File: src/rtl/irqa_pkg.sv
package irqa_pkg;
   localparam int N_SRC   = 4;
   localparam int N_EXT   = N_SRC / 2;
   localparam int ID_W    = $clog2(N_SRC);
   localparam int CFG_W   = 8;
   localparam int GLB_BIT = CFG_W - 1;

   typedef enum logic [1:0] {
      SEL_EN   = 2'd0,
      SEL_PRI  = 2'd1,
      SEL_TRIG = 2'd2,
      SEL_PEND = 2'd3
   } cfg_sel_e;

   typedef struct packed {
      logic            valid;
      logic            hi;
      logic [ID_W-1:0] id;
   } pick_t;
endpackage

File: src/rtl/irqa_src.sv
module irqa_src #(
   parameter bit IS_EXT      = 1'b1,
   parameter int SYNC_STAGES = 2
) (
   input  logic clk,
   input  logic rst_n,
   input  logic raw,
   input  logic edge_mode,
   input  logic take,
   output logic flag
);
   generate
      if (IS_EXT) begin : g_ext
         logic [SYNC_STAGES-1:0] sync_q;
         logic prev_q;
         logic edge_q;
         logic cur;
         logic fall;

         assign cur  = sync_q[SYNC_STAGES-1];
         assign fall = prev_q & ~cur;

         always_ff @(posedge clk or negedge rst_n) begin
            if (!rst_n) begin
               sync_q <= '1;
               prev_q <= 1'b1;
               edge_q <= 1'b0;
            end else begin
               sync_q[0] <= raw;
               for (int k = 1; k < SYNC_STAGES; k++) begin
                  sync_q[k] <= sync_q[k-1];
               end
               prev_q <= cur;
               if (!edge_mode)  edge_q <= 1'b0;
               else if (fall)   edge_q <= 1'b1;
               else if (take)   edge_q <= 1'b0;
            end
         end

         assign flag = edge_mode ? edge_q : ~cur;
      end else begin : g_tmr
         logic hit_q;
         logic unused_mode;
         assign unused_mode = edge_mode;

         always_ff @(posedge clk or negedge rst_n) begin
            if (!rst_n)     hit_q <= 1'b0;
            else if (raw)   hit_q <= 1'b1;
            else if (take)  hit_q <= 1'b0;
         end

         assign flag = hit_q;
      end
   endgenerate
endmodule

File: src/rtl/irqa_pick.sv
module irqa_pick
   import irqa_pkg::*;
#(
   parameter int N = N_SRC
) (
   input  logic [N-1:0] pend,
   input  logic [N-1:0] en,
   input  logic         glb,
   input  logic [N-1:0] pri,
   input  logic [1:0]   insvc,
   input  logic         hold,
   output pick_t        win
);
   localparam int IW = $clog2(N);

   logic [N-1:0] elig, hi_c, lo_c;
   logic [IW-1:0] hi_id, lo_id;

   assign elig = pend & en & {N{glb}};
   assign hi_c = elig & pri;
   assign lo_c = elig & ~pri;

   always_comb begin
      hi_id = '0;
      lo_id = '0;
      for (int i = N - 1; i >= 0; i--) begin
         if (hi_c[i]) hi_id = IW'(i);
         if (lo_c[i]) lo_id = IW'(i);
      end
   end

   always_comb begin
      win = '0;
      if (!insvc[1] && (hi_c != '0)) begin
         win.valid = 1'b1;
         win.hi    = 1'b1;
         win.id    = hi_id;
      end else if (insvc == 2'b00 && (lo_c != '0)) begin
         win.valid = 1'b1;
         win.hi    = 1'b0;
         win.id    = lo_id;
      end
      if (hold) win.valid = 1'b0;
   end
endmodule

File: src/rtl/irqa_nest.sv
module irqa_nest (
   input  logic       clk,
   input  logic       rst_n,
   input  logic       take,
   input  logic       take_hi,
   input  logic       ret,
   output logic [1:0] insvc
);
   always_ff @(posedge clk or negedge rst_n) begin
      if (!rst_n) begin
         insvc <= 2'b00;
      end else begin
         if (ret) begin
            if (insvc[1]) insvc[1] <= 1'b0;
            else          insvc[0] <= 1'b0;
         end
         if (take) begin
            if (take_hi) insvc[1] <= 1'b1;
            else         insvc[0] <= 1'b1;
         end
      end
   end
endmodule

File: src/rtl/irq_arbiter2.sv
module irq_arbiter2
   import irqa_pkg::*;
#(
   parameter int              SYNC_STAGES = 2,
   parameter int              VEC_W       = 16,
   parameter logic [VEC_W-1:0] VEC_BASE   = 16'h0003,
   parameter int              VEC_STEP    = 8
) (
   input  logic             clk,
   input  logic             rst_n,
   input  logic             cfg_we,
   input  logic [1:0]       cfg_sel,
   input  logic [CFG_W-1:0] cfg_wdata,
   output logic [CFG_W-1:0] cfg_rdata,
   input  logic [N_EXT-1:0] ext_n,
   input  logic [N_EXT-1:0] tmr_ovf,
   input  logic             blk_insn,
   input  logic             reti,
   input  logic             irq_ack,
   output logic             irq_req,
   output logic [ID_W-1:0]  irq_id,
   output logic             irq_hi,
   output logic [VEC_W-1:0] irq_vec,
   output logic [1:0]       in_service
);
   if (SYNC_STAGES < 1) begin : g_bad_sync
      $error("irq_arbiter2: SYNC_STAGES must be at least 1");
   end
   if (VEC_STEP < 1) begin : g_bad_step
      $error("irq_arbiter2: VEC_STEP must be positive");
   end
   if (VEC_W < ID_W + 1) begin : g_bad_vw
      $error("irq_arbiter2: VEC_W too narrow");
   end

   cfg_sel_e          sel;
   logic [N_SRC-1:0]  en_q, pri_q, pend, take_src;
   logic              glb_q;
   logic [N_EXT-1:0]  trig_q;
   logic              take;
   pick_t             win;

   assign sel = cfg_sel_e'(cfg_sel);

   always_ff @(posedge clk or negedge rst_n) begin
      if (!rst_n) begin
         en_q   <= '0;
         glb_q  <= 1'b0;
         pri_q  <= '0;
         trig_q <= '0;
      end else if (cfg_we) begin
         unique case (sel)
            SEL_EN: begin
               en_q  <= cfg_wdata[N_SRC-1:0];
               glb_q <= cfg_wdata[GLB_BIT];
            end
            SEL_PRI:  pri_q  <= cfg_wdata[N_SRC-1:0];
            SEL_TRIG: trig_q <= cfg_wdata[N_EXT-1:0];
            default: ;
         endcase
      end
   end

   always_comb begin
      cfg_rdata = '0;
      unique case (sel)
         SEL_EN: begin
            cfg_rdata[N_SRC-1:0] = en_q;
            cfg_rdata[GLB_BIT]   = glb_q;
         end
         SEL_PRI:  cfg_rdata[N_SRC-1:0] = pri_q;
         SEL_TRIG: cfg_rdata[N_EXT-1:0] = trig_q;
         default:  cfg_rdata[N_SRC-1:0] = pend;
      endcase
   end

   assign take = win.valid & irq_ack;

   for (genvar i = 0; i < N_SRC; i++) begin : g_src
      assign take_src[i] = take & (win.id == ID_W'(i));
      if (i % 2 == 0) begin : g_e
         irqa_src #(.IS_EXT(1'b1), .SYNC_STAGES(SYNC_STAGES)) u_src (
            .clk(clk), .rst_n(rst_n), .raw(ext_n[i/2]),
            .edge_mode(trig_q[i/2]), .take(take_src[i]), .flag(pend[i])
         );
      end else begin : g_t
         irqa_src #(.IS_EXT(1'b0), .SYNC_STAGES(SYNC_STAGES)) u_src (
            .clk(clk), .rst_n(rst_n), .raw(tmr_ovf[i/2]),
            .edge_mode(1'b0), .take(take_src[i]), .flag(pend[i])
         );
      end
   end

   irqa_pick #(.N(N_SRC)) u_pick (
      .pend(pend), .en(en_q), .glb(glb_q), .pri(pri_q),
      .insvc(in_service), .hold(blk_insn | reti), .win(win)
   );

   irqa_nest u_nest (
      .clk(clk), .rst_n(rst_n), .take(take), .take_hi(win.hi),
      .ret(reti), .insvc(in_service)
   );

   assign irq_req = win.valid;
   assign irq_id  = win.id;
   assign irq_hi  = win.hi;
   assign irq_vec = VEC_BASE + VEC_W'(VEC_STEP * int'(win.id));
endmodule

File: config.mk
export PLATFORM = sky130hd
export DESIGN_NAME = irq_arbiter2
export DESIGN_NICKNAME = d
export VERILOG_FILES = /design/src/rtl/irqa_pkg.sv /design/src/rtl/irqa_src.sv /design/src/rtl/irqa_pick.sv /design/src/rtl/irqa_nest.sv /design/src/rtl/irq_arbiter2.sv
export SDC_FILE = /design/constraint.sdc
export NUM_CORES = 1
export LEC_CHECK = 0
export BUFFER_PORTS_ARGS = -buffer_cell sky130_fd_sc_hd__buf_4
export CAP_MARGIN = 0
export CORE_MARGIN = 1.5
export CORE_UTILIZATION = 44
export DETAILED_ROUTE_END_ITERATION = 8
export HOLD_SLACK_MARGIN = 0.1
export PLACE_DENSITY_LB_ADDON = 0.12
export SKIP_CTS_REPAIR_TIMING = 1
export SYNTH_ARGS = -nofsm -noshare
export SYNTH_HDL_FRONTEND = slang
export SYNTH_SLANG_ARGS = --single-unit
File: constraint.sdc
create_clock -name clk -period 2 [get_ports clk]
set_input_delay 0.1 -clock clk [delete_from_list [all_inputs] [get_ports clk]]
set_output_delay 0.1 -clock clk [all_outputs]
set_load 0.1 [all_outputs]
# Word level (Yosys, flattened, before mapping)

Index checks and enable logic that the tools add are counted.

Bits of input ports: 20
Word-level logic and storage cells: 80
Output and inout port bits: 30
Register bits after elaboration: 23

Eq/ne operators: 7
Add/subtract/negate cells: 1
Bitwise operators: 15
Muxes and demuxes: 31
Reductions and logical operators: 13

Operators with widths:

| operator                                                                | count |
|---|---|
| 2-bit two-way mux                                                       | 10 |
| 1-bit two-way mux                                                       | 17 |
| 4-bit bitwise AND                                                       | 4 |
| 2-bit case mux with 3 select lines                                      | 2 |
| 4-bit two-way mux                                                       | 2 |
| 4-bit nonzero test                                                      | 2 |
| 1-bit bitwise AND                                                       | 7 |
| 2-bit by 5-bit adder with 6-bit output, first input constant            | 1 |
| 2-bit equality test, second input constant                              | 3 |
| 2-bit logical NOT                                                       | 3 |
| 3-bit by 1-bit inequality test with 1-bit output, second input constant | 2 |
| 2-bit AND reduction                                                     | 3 |
| 2-bit by 1-bit equality test with 1-bit output, second input constant   | 2 |
| 4-bit inverter                                                          | 1 |
| 2-bit nonzero test                                                      | 2 |
| 1-bit logical AND                                                       | 2 |
| 1-bit inverter                                                          | 2 |
| 1-bit logical NOT                                                       | 1 |
| 1-bit OR                                                                | 1 |

# Depth between registers and ports, before layout

Depth after elaboration: 17
Mapped depth: 7
Gate-level depth less buffers: 6

# Hierarchy

A second synthesis with hierarchy kept.

Cells, all modules: 125
Area, all modules: 1393.8 um^2

By module, submodules not included:

| module                             | seq. area each (um^2) | instances | cells each | area an instance (um^2) |
|---|---|---|---|---|
| irq_arbiter2                       | 275.3                 | 1         | 66         | 738.2 |
| irqa_src at g_src[0].g_e.u_src ... | 103.8                 | 2         | 9          | 143.9 |
| irqa_pick                          | 0.0                   | 1         | 27         | 214.0 |
| irqa_nest                          | 50.0                  | 1         | 8          | 81.3 |
| irqa_src at g_src[1].g_t.u_src ... | 25.0                  | 2         | 3          | 36.3 |

# Least setup slack after synthesis

No wires, ideal clock.

Kind: flip-flop to output port
From: register u_nest.insvc[1]
To: output irq_vec[4]
Required time: 1.900 ns
Path slack: -1.660 ns
Arrival time: 3.560 ns
Path buffers: 1
Cell stages (with the launch flop): 5
Path through: dfrtp_1 a31oi_1 nand2_1 a31oi_1 buf_4

Longest elaborated chain between the ends: 5
Elaborated cells between the ends (all ways): 7
Classes of those cells: 1 x add/sub; 2 x mux; 4 x reduce/logical

RTL lines:

| what                                     | line                | text |
|---|---|---|
| start, declared                          | irqa_nest.sv:7      | `output logic [1:0] insvc` |
| start signal, assigned                   | irqa_nest.sv:11     | `insvc <= 2'b00;` |
| start signal, assigned                   | irqa_nest.sv:18     | `if (take_hi) insvc[1] <= 1'b1;` |
| 2-bit logical NOT                        | irqa_pick.sv:38     | `end else if (insvc == 2'b00 && (lo_c != '0)) begin` |
| 1-bit logical AND                        | irqa_pick.sv:38     |  |
| 4-bit two-way mux                        | irqa_pick.sv:38     |  |
| 4-bit two-way mux *                      | irqa_pick.sv:34     | `if (!insvc[1] && (hi_c != '0)) begin` |
| named net irq_id[1]                      | irq_arbiter2.sv:21  | `output logic [ID_W-1:0] irq_id,` |
| 2-bit by 5-bit adder with 6-bit output * | irq_arbiter2.sv:107 | `assign irq_vec = VEC_BASE + VEC_W'(VEC_STEP * int'(win.id));` |
| end, declared                            | irq_arbiter2.sv:23  | `output logic [VEC_W-1:0] irq_vec,` |

Mark *: on every way through the listed nets, which the timed path passes. The rest lies on a longest branch.

# Final worst setup path

From: register g_src[0].g_e.u_src.g_ext.sync_q[1]
To: output irq_req

Longest elaborated chain between the ends: 10
Elaborated cells between the ends (all ways): 13
Classes of those cells: 4 x mux; 5 x bitwise; 4 x reduce/logical

RTL lines:

| what                             | line               | text |
|---|---|---|
| start, declared                  | irqa_src.sv:14     | `logic [SYNC_STAGES-1:0] sync_q;` |
| start signal, assigned by index  | irqa_src.sv:31     | `sync_q[k] <= sync_q[k-1];` |
| 1-bit inverter *                 | irqa_src.sv:40     | `assign flag = edge_mode ? edge_q : ~cur;` |
| 1-bit two-way mux *              | irqa_src.sv:40     |  |
| 4-bit bitwise AND * (2 in a row) | irqa_pick.sv:19    | `assign elig = pend & en & {N{glb}};` |
| 4-bit bitwise AND                | irqa_pick.sv:21    | `assign lo_c = elig & ~pri;` |
| 4-bit nonzero test               | irqa_pick.sv:38    |  |
| 1-bit logical AND                | irqa_pick.sv:38    |  |
| 4-bit two-way mux                | irqa_pick.sv:38    |  |
| 4-bit two-way mux *              | irqa_pick.sv:34    |  |
| 1-bit two-way mux *              | irqa_pick.sv:43    | `if (hold) win.valid = 1'b0;` |
| end, declared                    | irq_arbiter2.sv:20 | `output logic irq_req,` |

Mark *: on every way between the ends. The rest lies on a longest branch, timed or not.

==> results list <==
* Outcome: finished, violations left
* Failing checks: negative setup slack
- The worst register-to-register path begins at g_src[0].g_e.u_src.g_ext.sync_q[1]$_DFF_PN1_.
- Top FF cell, synth: sky130_fd_sc_hd__dfrtp_1
- Number of global-route vias before repair: 987
* Post-Synthesis Mean Instance Area: 11.3 µm²
- Synth area leader: sky130_fd_sc_hd__dfrtp_1
* Commonest cells after routing, fill and taps aside: 52 x sky130_fd_sc_hd__buf_4, 17 x sky130_fd_sc_hd__conb_1, 14 x sky130_fd_sc_hd__dfrtp_1, 11 x sky130_fd_sc_hd__mux2_2, 11 x sky130_fd_sc_hd__dlygate4sd3_1
- Of the total power, registers draw 0.262.
* Dpl hpwl: 2.35 mm
* Share of synthesized flip-flops with an asynchronous set or reset: 1.00
- Crit path capture type: output port
- For this run, the total global-route usage over all layers was measured as 0.170.
- Min-Delay Path Class: in -> reg
- Clock slew at reported path FFs: 0.12 ns
* Final core utilization: 0.693
* Area of the mapped netlist: 0.00140 mm²
- The synthesized design contains 0 enable-type register cells.
- CP required: 1.90 ns
- Clock share of power: 0.092
- For the final database, setup skew stands at 0.00366 ns.
- Final worst setup slack: -0.210 ns
- In the routed layout, each cell is associated on average with a via count of 5.06.
- Switching pwr: 1.13 mW
* Critical path startpoint category: register
* Data arrival at the endpoint of the critical path: 2.11 ns
- Clk root buf: sky130_fd_sc_hd__clkbuf_4
* Share of cells above drive strength 1: 0.565
- In this run the remaining antenna-violating nets after routing total 0.
- Port buffering added 29 buffers.
- The final layout contains routed wiring with a total length of 3.20 mm.
- In this run the horizontal extent of the chip is 59.4 µm.
- Final cell area excluding filler cells: 0.00210 mm²
- Total number of placement rows: 20
* Total via count after detailed routing: 1189
- Sequential cell area fraction in the yosys report: 0.417
* Count of final hold-check violations: 0
- The synthesized design contains 23 register bits.
- Final-layout fill cell count: 243
- Setup violations remaining at the end of the flow were counted as 11.
* Maximum clock frequency: 0.453 GHz
- Proportion of total power due to net switching: 0.494
- Synth top area cells: sky130_fd_sc_hd__dfrtp_1 30%, sky130_fd_sc_hd__dfstp_2 11%, sky130_fd_sc_hd__buf_4 10%
- DIE AREA: 0.00352 mm²
- Pre-antenna DRT Iters: 4
* Design internal power: 1.16 mW
- Clock tree synthesis inserted a total of 3 buffers.
- Core outline area: 0.00303 mm²
- Post-Place Cell Area: 0.00177 mm²
- The clock reaches the later pin of the worst-skew pair after 0.30 ns.
- Initial antenna violation count: 0
* Area growth, synth to finish: 50.1%
- Routability congestion estimate from global placement: 0.757
- TritonCTS built the clock tree.
- Most frequent standard cell in the layout excluding fill and tap cells: sky130_fd_sc_hd__buf_4
- Die outline height: 59.4 µm
- Grt ovf: 0
- Share of the synthesized area in the top cell type: 0.304
- CTS built an H-tree with a depth of 1.
* Worst-path maximum fanout: 4
- Effective utilization at floorplan: 0.462
- Number of max-slew violations in the final report: 0
- The most critical setup path has its startpoint at g_src[0].g_e.u_src.g_ext.sync_q[1]$_DFF_PN1_.
- Clock tree synthesis found a total of 23 sinks.
- In this run the static leakage power is 0.914 nW.
* Final Critical Period: 2.21 ns
- ANT cells: 0
- The critical path is of the reg -> out type.
- Number of instances in the synthesized netlist: 124
- The synthesized netlist contains 44 unique library cells.
* Maximum VDD drop: 0.517 mV
- Logic pwr share: 0.645
- Dividing the final minimum period by the clock period gives 1.10.
- The clock passes through at most 2 buffers.
* Power per cell area: 1090 mW/mm²
* Hold path startpoint: reti
* Number of nets in the layout: 212
- Remaining routing DRC violations: 0
* Count of boundary I/O pins: 50
- Yosys printed 0 warnings.
- Entering global routing, the biggest net connects 24 pins.
- The first global-routing pass estimated 4.53 mm of wire.
* Max cap viols: 0
- Per-cell routed wire length: 13.6 µm
* Unrepaired setup endpoints after global routing: true
- Number of DRC violations after detailed-routing iteration 0: 36
==> per-layer routing <==
metal / track usage / vias to the layer above / part of all wire
li1: - / 563 / -
met1: 0.228 / 584 / 0.43
met2: 0.283 / 36 / 0.51
met3: 0.0262 / 6 / 0.040
met4: 0.0487 / 0 / 0.017
met5: 0 / - / 0
==> final cells by class <==
class / count / area (µm²) / area share
clock buffers: 3 / 22.5 / 0.0107
flip-flops and latches: 23 / 587 / 0.280
well taps: 44 / 55.1 / 0.0262
clock inverters: 1 / 5.00 / 0.00239
inverters: 1 / 3.75 / 0.00179
multi-input cells: 93 / 802 / 0.382
repair buffers: 70 / 623 / 0.297
==> worst paths after layout <==
check	slack (ns)	to	depth (start not counted)
max in group asynchronous	1.51	g_src[0].g_e.u_src.g_ext.prev_q$_DFF_PN1_	2
min in group asynchronous	0.21	pri_q[2]$_DFFE_PN0P_	2
max reg2reg	-0.14	g_src[3].g_t.u_src.flag$_DFFE_PN0P_	7
max	-0.21	irq_req	5
min	0.12	u_nest.insvc[1]$_DFF_PN0_	3
min reg2reg	0.36	g_src[2].g_e.u_src.g_ext.sync_q[1]$_DFF_PN1_	0
==> sequential cells by signal, indices dropped and copies added, names as in the netlist <==
name,count
pri_q,4
g_src.g_t.u_src.flag,2
g_src.g_e.u_src.g_ext.prev_q,2
en_q,4
g_src.g_e.u_src.g_ext.edge_q,2
g_src.g_e.u_src.g_ext.sync_q,4
trig_q,2
u_nest.insvc,2
glb_q,1
==> kinds of logic after synthesis <==
family / Yosys count / share of synthesized area
buffers and inverters: 23 / 0.118
AO/OA/AOI/OAI: 24 / 0.137
multiplexers: 15 / 0.135
flip-flops: 23 / 0.417
other: 2 / 0.00537
AND/OR/NAND/NOR: 37 / 0.187
==> power by group through the flow <==
stage | logic [mW] | clock network [mW] | registers [mW]
after floorplan | 0.979 | 0 | 0.630
after global placement | 1.21 | 0 | 0.602
after detailed placement | 1.23 | 0 | 0.610
after CTS | 1.23 | 0.228 | 0.601
after global routing | 1.54 | 0.239 | 0.610
final | 1.48 | 0.212 | 0.602
==> cell usage after synthesis, types with 2 or more instances <==
library cell	number
sky130_fd_sc_hd__mux2_2	11
sky130_fd_sc_hd__nor3b_1	2
sky130_fd_sc_hd__nand2_1	5
sky130_fd_sc_hd__nand3b_1	2
sky130_fd_sc_hd__nand4_1	3
sky130_fd_sc_hd__and3_1	2
sky130_fd_sc_hd__clkbuf_1	2
sky130_fd_sc_hd__nand3_2	2
sky130_fd_sc_hd__a21o_1	2
sky130_fd_sc_hd__dfstp_2	6
sky130_fd_sc_hd__mux4_2	2
sky130_fd_sc_hd__buf_4	19
sky130_fd_sc_hd__and3_4	2
sky130_fd_sc_hd__nand3_1	3
sky130_fd_sc_hd__o21ai_0	6
sky130_fd_sc_hd__nor2_1	4
sky130_fd_sc_hd__conb_1	2
sky130_fd_sc_hd__or2b_2	2
sky130_fd_sc_hd__dfrtp_1	17
sky130_fd_sc_hd__o22ai_1	2
sky130_fd_sc_hd__mux2i_1	2
sky130_fd_sc_hd__a31oi_1	4
==> worst max-delay path: stages (launching register included) <==
cell	delay, ns
sky130_fd_sc_hd__dfstp_2	0.55
sky130_fd_sc_hd__or2b_4	0.29
sky130_fd_sc_hd__and3_4	0.17
sky130_fd_sc_hd__o41a_1	0.41
sky130_fd_sc_hd__o21a_4	0.22
sky130_fd_sc_hd__buf_12	0.16
==> stage by stage <==
| step | setup TNS [ns] | instances | worst slack [ns] | hold slack, ns | power (mW) |
|---|---|---|---|---|---|
| 2_1_floorplan | -2.21 | 139 | -0.730 | -0.196 | 1.61 |
| 3_3_place_gp | -0.0899 | 208 | -0.0358 | 0.00841 | 1.81 |
| 3_5_place_dp | -0.141 | 208 | -0.0501 | 0.0119 | 1.84 |
| 4_1_cts | -1.53 | 212 | -0.292 | -0.344 | 2.06 |
| 5_1_grt | -1.93 | 235 | -0.271 | 0.119 | 2.39 |
| 6_report | -1.08 | 235 | -0.210 | 0.122 | 2.30 |
Note: power is estimated with default switching activity, not from simulation.
